File: src/rtl/dsnpc_pkg.sv
package dsnpc_pkg;

    typedef enum logic [1:0] {
        CF_NONE   = 2'd0,
        CF_BRANCH = 2'd1,
        CF_JUMP   = 2'd2,
        CF_JREG   = 2'd3
    } cflow_e;

    typedef enum logic [2:0] {
        CC_ALWAYS = 3'd0,
        CC_EQ     = 3'd1,
        CC_NE     = 3'd2,
        CC_LEZ    = 3'd3,
        CC_GTZ    = 3'd4,
        CC_LTZ    = 3'd5,
        CC_GEZ    = 3'd6,
        CC_NEVER  = 3'd7
    } ccode_e;

    typedef enum logic [1:0] {
        MV_HOLD     = 2'd0,
        MV_STEP     = 2'd1,
        MV_REDIRECT = 2'd2,
        MV_SKIP     = 2'd3
    } move_e;

endpackage

File: src/rtl/dsnpc_cond.sv
module dsnpc_cond
    import dsnpc_pkg::*;
#(
    parameter int XLEN = 32
) (
    input  logic [2:0]      ccode,
    input  logic [XLEN-1:0] rs_val,
    input  logic [XLEN-1:0] rt_val,
    output logic            taken
);
    logic rs_zero;
    logic rs_neg;

    assign rs_zero = (rs_val == '0);
    assign rs_neg  = rs_val[XLEN-1];

    always_comb begin
        unique case (ccode_e'(ccode))
            CC_ALWAYS: taken = 1'b1;
            CC_EQ:     taken = (rs_val == rt_val);
            CC_NE:     taken = (rs_val != rt_val);
            CC_LEZ:    taken = rs_neg | rs_zero;
            CC_GTZ:    taken = ~rs_neg & ~rs_zero;
            CC_LTZ:    taken = rs_neg;
            CC_GEZ:    taken = ~rs_neg;
            CC_NEVER:  taken = 1'b0;
            default:   taken = 1'b0;
        endcase
    end
endmodule

File: src/rtl/dsnpc_target.sv
module dsnpc_target
    import dsnpc_pkg::*;
#(
    parameter int XLEN  = 32,
    parameter int IW    = 32,
    parameter int IMM_W = 16,
    parameter int IDX_W = 26
) (
    input  logic [1:0]      cflow,
    input  logic [XLEN-1:0] pc,
    input  logic [IW-1:0]   instr,
    input  logic [XLEN-1:0] rs_val,
    output logic [XLEN-1:0] target
);
    localparam int DISP_W   = IMM_W + 2;
    localparam int REGION_W = XLEN - IDX_W - 2;
    localparam logic [XLEN-1:0] INSN_BYTES = XLEN'(IW / 8);

    logic [DISP_W-1:0] disp_raw;
    logic [XLEN-1:0]   disp;
    logic [XLEN-1:0]   rel_target;
    logic [XLEN-1:0]   abs_target;

    assign disp_raw   = {instr[IMM_W-1:0], 2'b00};
    assign disp       = {{(XLEN-DISP_W){disp_raw[DISP_W-1]}}, disp_raw};
    assign rel_target = pc + INSN_BYTES + disp;

    generate
        if (REGION_W > 0) begin : g_region
            assign abs_target = {pc[XLEN-1 -: REGION_W], instr[IDX_W-1:0], 2'b00};
        end else begin : g_flat
            assign abs_target = {instr[XLEN-3:0], 2'b00};
        end
    endgenerate

    always_comb begin
        unique case (cflow_e'(cflow))
            CF_BRANCH: target = rel_target;
            CF_JUMP:   target = abs_target;
            CF_JREG:   target = rs_val;
            default:   target = rel_target;
        endcase
    end
endmodule

File: src/rtl/dsnpc_seq.sv
module dsnpc_seq
    import dsnpc_pkg::*;
#(
    parameter int              XLEN      = 32,
    parameter int              IW        = 32,
    parameter logic [XLEN-1:0] RESET_VEC = 32'hBFC0_0000
) (
    input  logic            clk,
    input  logic            rst,
    input  logic [1:0]      move,
    input  logic [XLEN-1:0] target,
    output logic [XLEN-1:0] pc,
    output logic [XLEN-1:0] npc,
    output logic [XLEN-1:0] nnpc
);
    localparam logic [XLEN-1:0] STEP1 = XLEN'(IW / 8);
    localparam logic [XLEN-1:0] STEP2 = XLEN'(2 * (IW / 8));

    always_ff @(posedge clk) begin
        if (rst) begin
            pc   <= RESET_VEC;
            npc  <= RESET_VEC + STEP1;
            nnpc <= RESET_VEC + STEP2;
        end else begin
            unique case (move_e'(move))
                MV_HOLD: begin
                    pc   <= pc;
                    npc  <= npc;
                    nnpc <= nnpc;
                end
                MV_STEP: begin
                    pc   <= npc;
                    npc  <= nnpc;
                    nnpc <= nnpc + STEP1;
                end
                MV_REDIRECT: begin
                    pc   <= npc;
                    npc  <= target;
                    nnpc <= target + STEP1;
                end
                MV_SKIP: begin
                    pc   <= nnpc;
                    npc  <= nnpc + STEP1;
                    nnpc <= nnpc + STEP2;
                end
                default: begin
                    pc   <= pc;
                    npc  <= npc;
                    nnpc <= nnpc;
                end
            endcase
        end
    end
endmodule

File: src/rtl/dsnpc_unit.sv
module dsnpc_unit
    import dsnpc_pkg::*;
#(
    parameter int              XLEN      = 32,
    parameter int              IW        = 32,
    parameter int              IMM_W     = 16,
    parameter int              IDX_W     = 26,
    parameter logic [XLEN-1:0] RESET_VEC = 32'hBFC0_0000
) (
    input  logic            clk,
    input  logic            rst,
    input  logic            valid,
    input  logic            stall,
    input  logic [IW-1:0]   instr,
    input  logic [1:0]      cflow,
    input  logic [2:0]      ccode,
    input  logic            link,
    input  logic            likely,
    input  logic [XLEN-1:0] rs_val,
    input  logic [XLEN-1:0] rt_val,
    output logic [XLEN-1:0] pc,
    output logic [XLEN-1:0] npc,
    output logic [XLEN-1:0] nnpc,
    output logic            link_we,
    output logic [XLEN-1:0] link_ret,
    output logic            annul
);
    logic            fire;
    logic            cond_taken;
    logic [XLEN-1:0] target;
    move_e           move;

    assign fire = valid & ~stall & ~rst;

    dsnpc_cond #(.XLEN(XLEN)) cond_i (
        .ccode  (ccode),
        .rs_val (rs_val),
        .rt_val (rt_val),
        .taken  (cond_taken)
    );

    dsnpc_target #(.XLEN(XLEN), .IW(IW), .IMM_W(IMM_W), .IDX_W(IDX_W)) tgt_i (
        .cflow  (cflow),
        .pc     (pc),
        .instr  (instr),
        .rs_val (rs_val),
        .target (target)
    );

    always_comb begin
        if (!fire) begin
            move = MV_HOLD;
        end else begin
            unique case (cflow_e'(cflow))
                CF_NONE:   move = MV_STEP;
                CF_BRANCH: move = cond_taken ? MV_REDIRECT : (likely ? MV_SKIP : MV_STEP);
                CF_JUMP:   move = MV_REDIRECT;
                CF_JREG:   move = MV_REDIRECT;
                default:   move = MV_STEP;
            endcase
        end
    end

    always_comb begin
        annul    = (move == MV_SKIP);
        link_we  = fire & link & (cflow_e'(cflow) != CF_NONE);
        link_ret = nnpc;
    end

    dsnpc_seq #(.XLEN(XLEN), .IW(IW), .RESET_VEC(RESET_VEC)) seq_i (
        .clk    (clk),
        .rst    (rst),
        .move   (move),
        .target (target),
        .pc     (pc),
        .npc    (npc),
        .nnpc   (nnpc)
    );
endmodule

File: config.mk
export PLATFORM = sky130hd
export DESIGN_NAME = dsnpc_unit
export DESIGN_NICKNAME = d
export VERILOG_FILES = /design/src/rtl/dsnpc_pkg.sv /design/src/rtl/dsnpc_cond.sv /design/src/rtl/dsnpc_target.sv /design/src/rtl/dsnpc_seq.sv /design/src/rtl/dsnpc_unit.sv
export SDC_FILE = /design/constraint.sdc
export NUM_CORES = 1
export LEC_CHECK = 0
export BUFFER_PORTS_ARGS = -buffer_cell sky130_fd_sc_hd__buf_2
export CORE_MARGIN = 5
export CORE_UTILIZATION = 40
export CTS_CLUSTER_DIAMETER = 30
export DETAILED_ROUTE_END_ITERATION = 8
export RECOVER_POWER = 25
export SYNTH_ARGS = -nofsm -noshare
export SYNTH_HDL_FRONTEND = slang
export SYNTH_SLANG_ARGS = --single-unit
export TNS_END_PERCENT = 5
File: constraint.sdc
create_clock -name clk -period 12 [get_ports clk]
set_clock_uncertainty 0.15 [all_clocks]
set_input_delay 0.6 -clock clk [delete_from_list [all_inputs] [get_ports clk]]
set_output_delay 0.6 -clock clk [all_outputs]
set_load 0.005 [all_outputs]
==> reports/metrics.yaml <==
run_status:
  outcome: "finished clean"
worst_setup_path:
  worstPathRequired_ps: 12060
  max_stage_delay_ps: 710
  cp_max_fo: 50
  rr_startpoint: "seq_i.pc[3]"
  rr_endpoint: "seq_i.nnpc[29]"
  worst-path-stages: 18
  cp-start-kind: "input pin"
  crit_path_frequent_cell: "nor2_1"
  worstSetupEndpointType: "flip-flop"
  cp.arrival_ps: 5470
  crit_buf_inv: 3
  cpLargestDelayFamily: "simple AND/OR/NAND/NOR gates"
  cp_cell_sequence: "buf_2 > xnor2_1 > nand4_1 > nor4_1 > a21oi_1 > a21boi_0 > nor2_1 > nor3_1 > o21a_1 > nor2_1 > nor2_1 > ha_4 > inv_1 > buf_4 > nand2_1 > a21boi_0 > a2111oi_0 > o21ai_0"
  worstSetupEndpoint: "seq_i.npc[29]"
  worstSetupPathType: "input pin to flip-flop"
  crit_start: "rs_val[4]"
  timing.reg2reg.setup_slack_ps: 7040
  reg2regPathDepth: 13
  slowest_stage: "ha_4"
run:
  cap_violations: 0
clock_tree:
  post_cts_resized: 0
  cts_root_buf: "clkbuf_16"
  cts_made_buffers: 9
  cts_hold_buf: 0
  post_cts_buffers: 0
  path_clk_slew_ps: 80
  clkLatencyLatePin_ps: 350
  clock-sinks: 96
  cts_tree: "done"
  ctsHtreeMaxLevel: 3
  clockBufferDepth: 2
power:
  switching_share_pct: 36.04
  p_int_uw: 573.6
  p_leak_uw: 0.004499
  p_sw_uw: 323.3
  pwr_density_cell_nw_per_um2: 78.42
  p_comb_share_pct: 28.6
  clockPowerShare_pct: 33.1
  vdd_drop_max_mv: 0.07427
  power_frac_seq_pct: 38.3
timing:
  hold-worst-slack_ps: 341.4
  rsz0062_at_grt: "no"
  max_slew_margin_pct: 32.26
  finalCritPeriodShare_pct: 45.14
  tns_ps: 0
  setup_violations: 0
  hold_viol: 0
  drv_slew: 0
  tightest_slew_ps: 1008
  fmax_ghz: 0.1846
  layout_min_cycle_time_ps: 5417
layout:
  final_util_pct: 45.68
  fill_cells: 2661
  final_nets: 1713
  area_growth_pct: 12.89
  post_route_cells_drive_above_1_share_pct: 16.35
  final_common_cell: "buf_2"
  most-common-layout-cells: "buf_2 (195), nor2_1 (167), nand2_1 (136), a21oi_1 (135), dfxtp_1 (96)"
  antenna_cells: 0
die:
  io_pins: 237
  die_area_um2: 28610
  fp.coreArea_um2: 25040
  num_rows: 58
  dieHeight_um: 169.1
  initial_core_util_pct: 40.46
  fp.dieW_um: 169.1
global_route:
  antenna_found_initial: 0
  grt_max_degree: 74
  grt_pass1_wl_um: 58100
  grt-ovfl-total: 0
  grt_pass1_vias: 10160
  global_route.usage.total_pct: 25.23
placed_design:
  dp_hpwl_um: 28710
  gp_congestion: 0.9178
  portBuffers: 230
detailed_routing:
  drt_first_pass_iters: 6
  drt-initial-drc-count: 890
  ant_nets: 0
  drc: 0
  wl_per_cell_um: 20.27
  vias: 11220
  avgViaCountPerCell: 5.975
  wirelength_um: 38040
synthesis:
  yosysSeqAreaShare_pct: 18.97
  netlist_instances: 1422
  synth-main-ff-cell: "dfxtp_1"
  ys.warnings.count: 0
  synth.distinct_cells: 86
  syn_area_um2: 10130
  synth-edff-count: 0
  synth_area_per_cell_um2: 7.124
  ys_ff_latch: 96
  async_reset_ff_share_pct: 0
  synthesis.nets: 1593
min_path:
  min_path_type: "flip-flop to flip-flop"
  hold_depth: 2
sequential cells by signal, indices dropped and copies added, names as in the netlist:
register,count
seq_i.npc,32
seq_i.pc,32
seq_i.nnpc,32
power by group through the flow:
stage          Combinational, uW  Sequential [uW]  Clock [uW]
2_1_floorplan                176              342           0
3_3_place_gp                 252              350           0
3_5_place_dp                 255              351           0
4_1_cts                      256              343         301
5_1_grt                      283              345         313
6_report                     257              343         297
layer usage:
metal  GRT usage [%]  routed length (um)  up-vias
met5               0                   0        -
met4           7.630                1113        0
li1                -                   -     5444
met2           41.47               17770      444
met1           34.63               16860     5265
met3           3.308                2293       62
per-stage QoR:
step	total power, uW	cell area [um2]	cells	setup WS [ps]
final	896.9	11440	1877	6583
after global placement	602.5	11180	1861	6407
after floorplan	518.4	10130	1422	7671
after CTS	899.7	11480	1877	6725
after global routing	941.3	11440	1877	6207
after detailed placement	605.2	11180	1861	6352
worst min path at each step:
stage,start,endpoint,slack [ps]
finish,seq_i.npc[7],seq_i.npc[7],340
CTS,seq_i.npc[3],seq_i.npc[3],340
global route,seq_i.npc[16],seq_i.npc[16],360
detailed placement,seq_i.npc[16],seq_i.npc[16],330
global placement,seq_i.npc[17],seq_i.npc[17],330
floorplan,seq_i.npc[3],seq_i.npc[3],330
tightest hold or removal path, stage by stage, from the launching register on:
cell and delay, ps:
dfxtp_1 320, inv_1 50, a221oi_1 60
cell usage after synthesis, types with 21 or more instances:
library cell	number	area (um2)
ha_1	63	788.3
nand3_1	42	210.2
and3_1	21	131.4
nor4_1	23	143.9
dfxtp_1	96	1922
nor3_1	50	250.2
nor2_1	168	630.6
mux2i_1	62	620.6
clkbuf_1	75	281.5
inv_1	33	123.9
a21oi_1	135	675.7
nand2_1	136	510.5
nand4_1	29	181.4
xnor2_1	69	604.3
buf_4	34	255.2
o21ai_0	88	440.4
cells by family (layout without fill, tap and decap cells):
family	count (synthesis)	in the layout	share of synthesized area, %
compound gates	420	420	27.28
buf+inv	168	293	7.583
fa+ha+maj	64	64	7.978
flops	96	96	18.97
simple gates	530	530	24.87
mux	66	66	6.570
xor+xnor	78	78	6.743
area by class of cell:
| type | count | area (um2) | area share (%) |
|---|---|---|---|
| clock buffer | 9 | 225.2 | 1.969 |
| clock inverter | 7 | 73.82 | 0.6454 |
| inverter | 34 | 127.6 | 1.116 |
| multi-input combinational | 1158 | 7471 | 65.32 |
| sequential | 96 | 1922 | 16.80 |
| tap | 330 | 412.9 | 3.610 |
| timing repair buffer | 243 | 1205 | 10.54 |
Power figures use the tool's default switching activity.
